`config.mk`:
```
export PLATFORM = sky130hd
export DESIGN_NAME = pct_timer
export DESIGN_NICKNAME = d
export VERILOG_FILES = /design/src/rtl/pct_pkg.sv /design/src/rtl/pct_ctrl.sv /design/src/rtl/pct_datapath.sv /design/src/rtl/pct_timer.sv
export SDC_FILE = /design/constraint.sdc
export NUM_CORES = 1
export LEC_CHECK = 0
export ABC_AREA = 1
export BUFFER_PORTS_ARGS = -buffer_cell sky130_fd_sc_hd__buf_2
export CAP_MARGIN = 10
export CORE_MARGIN = 2
export CORE_UTILIZATION = 45
export CTS_BUF_LIST = sky130_fd_sc_hd__clkbuf_2 sky130_fd_sc_hd__clkbuf_4 sky130_fd_sc_hd__clkbuf_8
export DETAILED_ROUTE_END_ITERATION = 8
export MAX_ROUTING_LAYER = met4
export PLACE_DENSITY = 0.65
export SETUP_SLACK_MARGIN = 0.1
export SLEW_MARGIN = 5
export SYNTH_ARGS = -nofsm -noshare
export SYNTH_HDL_FRONTEND = slang
export SYNTH_HIERARCHICAL = 1
export SYNTH_SLANG_ARGS = --single-unit
```
`constraint.sdc`:
```
create_clock -name clk -period 2.81 [get_ports clk]
set_clock_uncertainty 0.2 [all_clocks]
set_input_delay 0.281 -clock clk [delete_from_list [all_inputs] [get_ports clk]]
set_output_delay 0.281 -clock clk [all_outputs]
set_load 0.01 [all_outputs]
```
`src/rtl/pct_pkg.sv`:
```
package pct_pkg;

  typedef enum logic [1:0] {
    REG_TOP  = 2'd0,
    REG_LOW  = 2'd1,
    REG_LIMK = 2'd2,
    REG_RUN  = 2'd3
  } pct_reg_e;

  typedef struct packed {
    logic userMode;
    logic countEn;
    logic rstCnt;
    logic ldLimit;
    logic ldHigh;
    logic ldLow;
    logic ldRun;
    logic clrReached;
    logic clrIrq;
    logic forceMax;
  } pct_strobe_t;

endpackage

```
`src/rtl/pct_ctrl.sv`:
```
module pct_ctrl
  import pct_pkg::*;
(
  input  logic        clk,
  input  logic        rstN,
  input  logic        tickEn,
  input  logic        userMode,
  input  logic        regWrEn,
  input  logic        regRdEn,
  input  logic [1:0]  regAddr,
  input  logic        runBit,
  output pct_strobe_t stb
);
  logic modeQ;
  logic toUser, toTimer, inTrans;
  logic wrTop, wrLow, rdTop;

  always_ff @(posedge clk) begin
    if (!rstN) modeQ <= 1'b0;
    else       modeQ <= userMode;
  end

  assign toUser  = userMode && !modeQ;
  assign toTimer = !userMode && modeQ;
  assign inTrans = toUser || toTimer;

  assign wrTop = regWrEn && (regAddr == REG_TOP);
  assign wrLow = regWrEn && (regAddr == REG_LOW);
  assign rdTop = regRdEn && (regAddr == REG_TOP);

  always_comb begin
    stb            = '0;
    stb.userMode   = modeQ;
    stb.countEn    = tickEn && !inTrans && (!modeQ || runBit);
    stb.rstCnt     = wrTop && !modeQ;
    stb.ldLimit    = (wrTop && !modeQ) || (regWrEn && (regAddr == REG_LIMK));
    stb.ldHigh     = wrTop && modeQ;
    stb.ldLow      = wrLow && modeQ;
    stb.ldRun      = regWrEn && (regAddr == REG_RUN);
    stb.clrReached = (rdTop && !modeQ) || ((wrTop || wrLow) && modeQ);
    stb.clrIrq     = ((wrTop || rdTop) && !modeQ) || toUser;
    stb.forceMax   = toUser;
  end
endmodule

```
`src/rtl/pct_datapath.sv`:
```
module pct_datapath
  import pct_pkg::*;
#(
  parameter int DATA_W = 32,
  parameter int CNT_W  = 63,
  parameter int SUB_W  = 9
) (
  input  logic              clk,
  input  logic              rstN,
  input  pct_strobe_t       stb,
  input  logic [1:0]        rdAddr,
  input  logic [DATA_W-1:0] wrData,
  output logic [DATA_W-1:0] rdData,
  output logic              runBit,
  output logic              irq
);
  localparam int P_W  = CNT_W - SUB_W;
  localparam int LO_P = DATA_W - SUB_W;
  localparam int CM_W = DATA_W - 1 - SUB_W;
  localparam int HI_W = CNT_W - DATA_W;

  logic [P_W-1:0]  periodQ, nextPeriod;
  logic [CM_W-1:0] limitQ, nextLo;
  logic            reachedQ, irqQ, runQ;
  logic            matchHit, evtReach, evtIrq;

  assign nextLo   = periodQ[CM_W-1:0] + 1'b1;
  assign matchHit = (limitQ != '0) && (nextLo == limitQ);
  assign evtReach = stb.countEn && (stb.userMode ? (&periodQ) : matchHit);
  assign evtIrq   = stb.countEn && !stb.userMode && matchHit;

  always_comb begin
    if (stb.userMode)  nextPeriod = periodQ + 1'b1;
    else if (matchHit) nextPeriod = '0;
    else               nextPeriod = {{(P_W-CM_W){1'b0}}, nextLo};
  end

  always_ff @(posedge clk) begin
    if (!rstN) begin
      periodQ  <= '0;
      limitQ   <= '0;
      reachedQ <= 1'b0;
      irqQ     <= 1'b0;
      runQ     <= 1'b1;
    end else begin
      if (stb.rstCnt)       periodQ <= '0;
      else if (stb.ldHigh)  periodQ <= {wrData[HI_W-1:0], periodQ[LO_P-1:0]};
      else if (stb.ldLow)   periodQ <= {periodQ[P_W-1:LO_P], wrData[DATA_W-1:SUB_W]};
      else if (stb.countEn) periodQ <= nextPeriod;

      if (stb.forceMax)     limitQ <= '1;
      else if (stb.ldLimit) limitQ <= wrData[DATA_W-2:SUB_W];

      if (evtReach)            reachedQ <= 1'b1;
      else if (stb.clrReached) reachedQ <= 1'b0;

      if (evtIrq)          irqQ <= 1'b1;
      else if (stb.clrIrq) irqQ <= 1'b0;

      if (stb.ldRun) runQ <= wrData[0];
    end
  end

  always_comb begin
    rdData = '0;
    unique case (rdAddr)
      REG_TOP: rdData = stb.userMode ? {reachedQ, periodQ[P_W-1:LO_P]}
                                     : {1'b0, limitQ, {SUB_W{1'b0}}};
      REG_LOW: rdData = stb.userMode ? {periodQ[LO_P-1:0], {SUB_W{1'b0}}}
                                     : {reachedQ, periodQ[CM_W-1:0], {SUB_W{1'b0}}};
      REG_RUN: rdData = {{(DATA_W-1){1'b0}}, runQ};
      default: rdData = '0;
    endcase
  end

  assign runBit = runQ;
  assign irq    = irqQ;
endmodule

```
`src/rtl/pct_timer.sv`:
```
module pct_timer
  import pct_pkg::*;
#(
  parameter int DATA_W = 32,
  parameter int CNT_W  = 63,
  parameter int SUB_W  = 9
) (
  input  logic              clk,
  input  logic              rstN,
  input  logic              tickEn,
  input  logic              userMode,
  input  logic              regWrEn,
  input  logic              regRdEn,
  input  logic [1:0]        regAddr,
  input  logic [DATA_W-1:0] regWrData,
  output logic [DATA_W-1:0] regRdData,
  output logic              irq
);
  pct_strobe_t stb;
  logic        runBit;

  pct_ctrl u_ctrl (
    .clk(clk), .rstN(rstN), .tickEn(tickEn), .userMode(userMode),
    .regWrEn(regWrEn), .regRdEn(regRdEn), .regAddr(regAddr),
    .runBit(runBit), .stb(stb)
  );

  pct_datapath #(.DATA_W(DATA_W), .CNT_W(CNT_W), .SUB_W(SUB_W)) u_dp (
    .clk(clk), .rstN(rstN), .stb(stb), .rdAddr(regAddr),
    .wrData(regWrData), .rdData(regRdData), .runBit(runBit), .irq(irq)
  );
endmodule

```
# Yosys cells after proc, flatten, opt, wreduce, memory -nomap -nowiden
# Index checks and enable logic that the tools add are counted.
[word_totals] ff_bits=80
[op_classes] addsub=2 bitwise=2 n_eq_ne=5 reduce_logical=40 mux=15
[ops] op="54-bit two-way mux" n=4
[ops] op="32-bit case mux with 3 select lines" n=1
[ops] op="22-bit two-way mux" n=3
[ops] op="32-bit two-way mux" n=2
[ops] op="54-bit by 1-bit adder with 54-bit output, second input constant" n=1
[ops] op="54-bit AND reduction" n=1
[ops] op="22-bit by 1-bit adder with 22-bit output, second input constant" n=1
[ops] op="22-bit == test" n=1
[ops] op="22-bit nonzero test" n=1
[ops] op="1-bit logical AND" n=19
[ops] op="2-bit nonzero test" n=5
[ops] op="1-bit logical OR" n=7
[ops] op="1-bit two-way mux" n=5
[ops] op="2-bit == test, second input constant" n=2
[ops] op="2-bit AND reduction" n=2
[ops] op="1-bit logical NOT" n=3
[ops] op="2-bit by 1-bit == test with 1-bit output, second input constant" n=1
[ops] op="2-bit logical NOT" n=1
[ops] op="2-bit by 1-bit != test with 1-bit output, second input constant" n=1
[ops] op="1-bit NOT" n=2
[ops] op="2-bit OR reduction" n=1

# Logic depth before layout (Yosys ltp)
# Gate-level depths: netlist of the first run.
[depth] depth_word=9 mapped_depth=17

# By module
# Netlist of the first run, hierarchy kept.
[by_module_without_submodules] mod="pct_datapath" area_each_um2=6047.0 cells_each=1000 seq_area_each_um2=1581.5 instances=1
[by_module_without_submodules] mod="pct_ctrl" area_each_um2=146.4 cells_each=28 seq_area_each_um2=20.0 instances=1

# Least setup slack after synthesis of the first run
# Ideal clock, no wire load.
[synth_path] path_type="register to register" start="register u_dp.periodQ[0]" end="register u_dp.periodQ[20]" setup_ns=0.122 period_less_slack_ns=2.223 path_stages_with_launch=16 arrival_time_ns=1.901 slack_ns=0.587 path_cell_list="dfxtp_1 > ha_1 > nand2_2 > nor2_4 > nand2_2 > nor2_4 > nand2_1 > nand2_1 > nand2_1 > nand2_1 > nand3_1 > nor2_2 > nand3_4 > buf_6 > nand2_2 > a21oi_2"
[synth_between] elab_chain_cells=7 word_cells_on_any_way=8 cone_classes="add/sub (2); eq/ne (1); mux (4); reduce/logical (1)"
[synth_rtl] element="from (decl)" line="pct_datapath.sv:22" text="logic [P_W-1:0] periodQ, nextPeriod;"
[synth_rtl] element="from (signal assigned)" line="pct_datapath.sv:47" text="else if (stb.ldHigh) periodQ <= {wrData[HI_W-1:0], periodQ[LO_P-1:0]};"
[synth_rtl] element="from (signal assigned)" line="pct_datapath.sv:48" text="else if (stb.ldLow) periodQ <= {periodQ[P_W-1:LO_P], wrData[DATA_W-1:SUB_W]};"
[synth_rtl] element="from (signal assigned)" line="pct_datapath.sv:49" text="else if (stb.countEn) periodQ <= nextPeriod;"
[synth_rtl] element="22-bit by 1-bit adder with 22-bit output" line="pct_datapath.sv:27" text="assign nextLo = periodQ[CM_W-1:0] + 1'b1;"
[synth_rtl] element="22-bit == test" line="pct_datapath.sv:28" text="assign matchHit = (limitQ != '0) && (nextLo == limitQ);"
[synth_rtl] element="1-bit logical AND" line="pct_datapath.sv:28"
[synth_rtl] element="22-bit two-way mux" line="pct_datapath.sv:34" text="else if (matchHit) nextPeriod = '0;"
[synth_rtl] element="54-bit two-way mux (*)" line="pct_datapath.sv:33" text="if (stb.userMode) nextPeriod = periodQ + 1'b1;"
[synth_rtl] element="54-bit two-way mux (*)" line="pct_datapath.sv:49"
[synth_rtl] element="54-bit two-way mux (*)" line="pct_datapath.sv:48"
# Every way passes the cells marked *; elsewhere a longest branch is shown, timed or not. The select of a mux whose other input is x is not followed.
# A chain may end at the register's enable or synchronous reset.

# Worst setup path after layout of the first run
[layout_path] start="register u_ctrl.modeQ" end="output port regRdData[21]"
[layout_between] elab_chain_cells=2
[layout_rtl] element="from (decl)" line="pct_ctrl.sv:14" text="logic modeQ;"
[layout_rtl] element="from (signal assigned)" line="pct_ctrl.sv:20" text="else modeQ <= userMode;"
[layout_rtl] element="32-bit two-way mux" line="pct_datapath.sv:67" text="REG_TOP: rdData = stb.userMode ? {reachedQ, periodQ[P_W-1:LO_P]}"
[layout_rtl] element="32-bit case mux with 3 select lines" line="pct_datapath.sv:66" text="unique case (rdAddr)"
[layout_rtl] element="to (decl)" line="pct_timer.sv:16" text="output logic [DATA_W-1:0] regRdData,"
# Every way passes these cells.

==> results of run 1 <==
-- tightest hold or removal path, delay by kind of cell --
kind,cells,cell delay (ns)
compound gates,2,0.19
buf+inv,1,0.09
-- synthesized netlist by cell type, drive strengths merged --
| cell type | instances | share of area [%] |
|---|---|---|
| nand4 | 26 | 2.6 |
| nor3b | 1 | 0.12 |
| clkbuf | 39 | 2.4 |
| a21o | 3 | 0.36 |
| inv | 137 | 8.3 |
| a21boi | 2 | 0.24 |
| o21ai | 102 | 8.2 |
| nand2 | 246 | 16 |
| nor2 | 117 | 8.8 |
| a221oi | 1 | 0.14 |
| nor4 | 2 | 0.20 |
| a21oi | 122 | 11 |
| xor2 | 7 | 0.99 |
| xnor3 | 3 | 1.1 |
| nand3 | 65 | 5.5 |
| clkinv | 3 | 0.18 |
| a31oi | 20 | 2.0 |
| o21a | 1 | 0.12 |
| a211o | 1 | 0.14 |
| nand3b | 1 | 0.12 |
| ha | 2 | 0.40 |
| dfxtp | 80 | 26 |
| nor3 | 22 | 1.9 |
| o22ai | 5 | 0.51 |
| or2 | 2 | 0.20 |
| o211ai | 12 | 1.5 |
| a22oi | 1 | 0.12 |
| buf | 5 | 0.69 |
-- final timing paths --
check / start / to / slack [ns] / cells past startpoint
setup / recovery: u_ctrl/modeQ$_SDFF_PN0_ / regRdData[21] / 0.23 / 7
hold / removal: regWrData[17] / u_dp/periodQ[8]$_SDFFE_PP0P_ / 0.01 / 3
setup reg to reg: u_dp/periodQ[0]$_SDFFE_PP0P_ / u_dp/periodQ[18]$_SDFFE_PP0P_ / 0.26 / 13
hold reg to reg: u_dp/limitQ[3]$_SDFFE_PN0P_ / u_dp/limitQ[3]$_SDFFE_PN0P_ / 0.29 / 2
-- kinds of logic after synthesis --
| group | Yosys count |
|---|---|
| AND/OR/NAND/NOR | 482 |
| buffers and inverters | 184 |
| adder cells (fa/ha/maj) | 2 |
| flip-flops | 80 |
| XOR/XNOR | 10 |
| AO/OA/AOI/OAI | 270 |
-- flip-flops by register name, summed over array words and instances, names as in the netlist --
register       flops
u_ctrl/modeQ       1
u_dp/irq           1
u_dp/limitQ       22
u_dp/periodQ      54
u_dp/reachedQ      1
u_dp/runBit        1
-- area by class of cell --
type,instances,share of cell area [%]
Multi-Input combinational cell,764,53.6
Clock inverter,3,1.23
Clock buffer,13,2.10
Tap cell,176,3.01
Timing Repair Buffer,124,11.0
Inverter,140,7.23
Sequential cell,80,21.9
-- metal layers --
layer / global-route usage (%) / up-vias / wire length, um
li1: - / 3577 / -
met1: 45.2 / 3366 / 10300
met2: 50.6 / 339 / 10800
met3: 5.08 / 40 / 1890
met4: 11.4 / 0 / 592
met5: - / - / 0
-- power groups by stage --
stage               sequential (mW)  combinational, mW  clock [mW]
floorplan                      1.27              0.425           0
finish                         1.28              0.684        1.09
CTS                            1.27              0.668        1.11
global route                   1.29              0.752        1.16
detailed placement             1.30              0.647           0
global placement               1.30              0.645           0
-- what timing repair did --
action                                  CTS  global route
endpoints found under the setup margin    0            38
resized for setup                         0            10
hold endpoints to repair                 17             0
buffers inserted                          0             4
hold buffers                             16             0
==> reports/qor.yml, run 1 <==
ys_types: 39
cp_top_family: "buffers and inverters"
regArea_sq_um: 1600
cp.arrival_ns: 2.10
cts.clk_slew.worst_paths_ns: 0.09
synth_nets: 1070
drt.antenna.violating_nets: 0
crit_fanout: 32
antenna_found_initial: 0
cap_viol_max_count: 0
antenna_cells: 0
peakVddDrop_v: 0.000209
required_ns: 2.33
critical_path_buf_inv_count: 4
postLayoutCellArea_sq_um: 7320
synth_cells: 1028
setup-tns-final_ns: 0
fin_cells: 1300
drt-total-wl_mm: 23.5
ys_ff_latch: 80
yosysWarnings: 6
die_w_um: 121
dr.pass1.iters: 6
cts_tree: "yes"
synth_xor_area_share_pct: 2.08
p_seq_share_pct: 41.8
drt_iter0_drc: 790
synth_mux_area_share_pct: 0
finalCritPeriodShare_pct: 91.9
die_y_um: 121
grt_max_degree: 45
whs_ns: 0.0119
drc: 0
synth.yosys.seq_area_share_pct: 25.9
cts_max_level: 3
start_util_pct: 46.4
fin_ws_ns: 0.227
syn_avg_cell_area_sq_um: 6.02
power.density_nw_per_um2: 417
synth-simple-area-share_pct: 35.7
crit_path_max_incr_delay_ns: 0.35
synth_compound_area_share_pct: 24.4
fillCellCount: 1419
cts_sinks: 80
worstPathCellList: "buf_4 > inv_1 > buf_4 > a21oi_1 > o21ai_0 > o21ai_0 > buf_2"
hpwl_mm: 17.5
clkPwrFrac_pct: 35.8
dieArea_sq_um: 14700
via_count: 7322
rsz0062_at_grt: "no"
slew_headroom_pct: 63.2
grt_usage_pct: 33.3
synthAdderAreaFrac_pct: 0.404
synth_top_family_by_area: "simple AND/OR/NAND/NOR gates"
first_global_vias: 6549
netlist_area_sq_um: 6190
rows: 42
fin_util_pct: 54.9
swShare_pct: 32.1
hold_class: "in -> reg"
routed_via_density: 5.63
slew_violations: 0
clockBufferDepth: 2
cts_buffers: 9
fmax_mhz: 387
start_kind: "flip-flop"
final_cell_mix: "nand2_1, inv_1, a21oi_1"
status: "completed"
crit_slowest_cell: "dfxtp_1"
synthToLayoutAreaGrowth_pct: 18.2
multiInputGateArea_sq_um: 3920
crit_path_end_kind: "output pin"
insertion_delay_ns: 0.38
portBuffers: 72
gp_congestion: 0.956
setup_viol: 0
p_int_mw: 2.08
dp_cells: 1264
gr-total-overflow: 0
clock-root-buffer: "clkbuf_8"
crit_type: "reg -> out"
total_power_mw: 3.06
place_worst_setup_slack_ns: 0.175
final_common_cell: "nand2_1"
grt_pass1_wl_mm: 36.5
core_sq_um: 13300
num_io_pins: 73
routedWlPerCell_um: 18.1
place_area_sq_um: 6860
layout-drive-gt1-share_pct: 19.2
nets: 1161
power_frac_comb_pct: 22.4
tightest_slew_ns: 0.552
hold_viol_final: 0
p_leak_nw: 3.00
p_sw_uw: 979
min_period_ns: 2.58
Power figures use the tool's default switching activity.
==> run 2, diff against run 1 <==
--- a/config.mk
+++ b/config.mk
@@ -6,14 +6,14 @@
 export NUM_CORES = 1
 export LEC_CHECK = 0
 export ABC_AREA = 1
-export BUFFER_PORTS_ARGS = -buffer_cell sky130_fd_sc_hd__buf_2
-export CAP_MARGIN = 10
 export CORE_MARGIN = 2
 export CORE_UTILIZATION = 45
 export CTS_BUF_LIST = sky130_fd_sc_hd__clkbuf_2 sky130_fd_sc_hd__clkbuf_4 sky130_fd_sc_hd__clkbuf_8
 export DETAILED_ROUTE_END_ITERATION = 8
+export DONT_BUFFER_PORTS = 1
+export GPL_TIMING_DRIVEN = 0
 export MAX_ROUTING_LAYER = met4
-export PLACE_DENSITY = 0.65
+export PLACE_DENSITY = 0.61
 export SETUP_SLACK_MARGIN = 0.1
 export SLEW_MARGIN = 5
 export SYNTH_ARGS = -nofsm -noshare
==> run 2 against run 1 <==
Wire length rose by 5.9%. Worst hold slack gained 0.014 ns. Critical path type is now reg -> reg. Largest cell class unchanged. Maximum frequency fell by 0.47%. Critical path depth increased by 7. Global-route usage is 2.2 points higher. Non-clock buffer count shrank 35. Clock power fell by 14%. Final area shrank 2.1%. Sequential cell count stayed put. Utilization is 1.2 points lower.
==> reports/qor.yml, run 2 (synthesized netlist as in run 1, its figures left out) <==
status: "completed"
start_util_pct: 46.4  # unchanged
power.density_nw_per_um2: 402  # -3.7%
gr-total-overflow: 0  # unchanged
finalCritPeriodShare_pct: 92.4  # +0.44 points
setup_viol: 0  # unchanged
dr.pass1.iters: 7  # +1
drt.antenna.violating_nets: 0  # unchanged
grt_use_met1_pct: 44.2  # -0.99 points
core_sq_um: 13300  # unchanged
fmax_mhz: 385  # -0.47%
num_io_pins: 73  # unchanged
cts_sinks: 80  # unchanged
reg2reg_from: "u_dp/periodQ[0]$_SDFFE_PP0P_"
startpoint: "u_dp/periodQ[0]$_SDFFE_PP0P_"
cts_buffers: 9  # unchanged
place_worst_setup_slack_ns: -0.0639  # -0.239 ns
clock-root-buffer: "clkbuf_8"
insertion_delay_ns: 0.39  # about the same
whs_ns: 0.0255  # +0.0135 ns
drt_iter0_drc: 866  # +9.6%
drc: 0  # unchanged
cts_max_level: 3  # unchanged
required_ns: 2.92  # +0.59 ns
clockBufferDepth: 2  # unchanged
cts_tree: "yes"
largest_reg_flops: 54  # unchanged
crit_path_end_kind: "flip-flop"
peakVddDrop_v: 0.000289  # +39%
postLayoutCellArea_sq_um: 7170  # -2.1%
p_leak_nw: 2.71  # -9.8%
layout-drive-gt1-share_pct: 11.6  # -7.6 points
drt-total-wl_mm: 24.9  # +5.9%
grt_usage_pct: 35.5  # +2.2 points
fillCellCount: 1440  # +1.5%
busiest_layer: "met2"
fin_util_pct: 53.7  # -1.2 points
final_cell_mix: "nand2_1, inv_1, a21oi_1"
cap_viol_max_count: 0  # unchanged
cp.arrival_ns: 2.71  # +0.61 ns
regArea_sq_um: 1610  # +0.31%
gp_congestion: 0.994  # +3.9%
dieArea_sq_um: 14700  # unchanged
via_count: 7311  # -0.15%
grt_pass1_wl_mm: 38.2  # +4.5%
fin_ws_ns: 0.214  # -0.0123 ns
rsz0062_at_grt: "no"
top_register: "u_dp/periodQ"
place_area_sq_um: 6410  # -6.5%
reg_top3: "u_dp/periodQ x54, u_dp/limitQ x22"
start_kind: "flip-flop"
multiInputGateArea_sq_um: 3960  # +0.89%
synthToLayoutAreaGrowth_pct: 15.7
final_common_cell: "nand2_1"
portBuffers: 0  # -100%
hold_viol_final: 0  # unchanged
grt_max_degree: 13  # -71%
tightest_slew_ns: 0.797  # +0.245 ns
hpwl_mm: 18.7  # +6.7%
total_power_mw: 2.88  # -5.8%
antenna_found_initial: 2  # +2
slew_violations: 0  # unchanged
slew_headroom_pct: 46.7  # -17 points
min_period_ns: 2.60  # +0.0123 ns
cts.clk_slew.worst_paths_ns: 0.09  # about the same
routed_via_density: 5.77  # +2.5%
routedWlPerCell_um: 19.7  # +8.7%
nets: 1126  # -3.0%
worstHoldStart: "regWrEn"
grtUsageMet3_pct: 8.13  # +3.1 points
crit_type: "reg -> reg"
first_global_vias: 6907  # +5.5%
grt_use_met2_pct: 54.8  # +4.2 points
die_w_um: 121  # unchanged
die_y_um: 121  # unchanged
crit_fanout: 6  # -81%
rows: 42  # unchanged
hold_class: "in -> reg"
-- run 2: cell count changes in the layout (fill, tap and decap cells not counted), sizes merged --
| cell | delta |
|---|---|
| buf | -94 |
| diode | +3 |
| dlygate4sd3 | +21 |
| clkbuf | +37 |
| clkinv | +2 |
| bufinv | -2 |
-- run 2: worst max-delay path, cell delays in order (launching register included) --
cell and delay, ns:
dfxtp_4 0.39, ha_4 0.16, nand2_2 0.09, nor2_4 0.23, nand2_4 0.10, nor2_4 0.19, buf_12 0.13, nand2_2 0.07
nor2_4 0.15, nand4_1 0.18, inv_1 0.13, nand4_1 0.17, o21ai_1 0.15, inv_1 0.05, a21oi_1 0.12
-- run 2: area by class of cell --
class	instances	area share, %
repair buffers	45	6.18
diodes	3	0.105
clock buffers	12	2.30
well taps	176	3.07
plain buffers	44	2.71
multi-input cells	764	55.2
flip-flops and latches	80	22.5
clock inverters	3	0.559
inverters	140	7.40
-- run 2: per-stage QoR --
step / instances / setup TNS [ns]
2_1_floorplan: 1028 / 0
3_3_place_gp: 1204 / -0.158
3_5_place_dp: 1204 / -0.729
4_1_cts: 1256 / 0
5_1_grt: 1266 / 0
6_report: 1267 / 0
-- run 2: final timing paths --
kind | end | slack, ns | cells after the start
worst max-delay path | u_dp/reachedQ$_SDFFE_PN0P_ | 0.21 | 14
worst min-delay path | u_dp/irq$_SDFFE_PN0P_ | 0.03 | 5
worst max register to register | u_dp/reachedQ$_SDFFE_PN0P_ | 0.21 | 14
worst min register to register | u_dp/limitQ[5]$_SDFFE_PN0P_ | 0.29 | 2
-- run 2: repair_timing --
item / CTS / global route
pin swaps: 1 / 3
setup buffers: 0 / 8
resized for setup: 8 / 23
setup endpoints to repair: 46 / 48
hold buffers: 37 / 0
endpoints found under the hold margin: 72 / 0
-- run 2: layer usage --
layer,up-vias,share of wire (%)
met1,3335,42
met4,0,4.0
met3,89,8.8
met5,-,0
met2,366,46
li1,3521,-
-- run 2: report_power, final --
| group | internal, mW | switching, mW | total [mW] |
|---|---|---|---|
| logic | 0.222 | 0.434 | 0.657 |
| clock network | 0.476 | 0.465 | 0.941 |
| registers | 1.20 | 0.0862 | 1.28 |
| total | 1.89 | 0.985 | 2.88 |
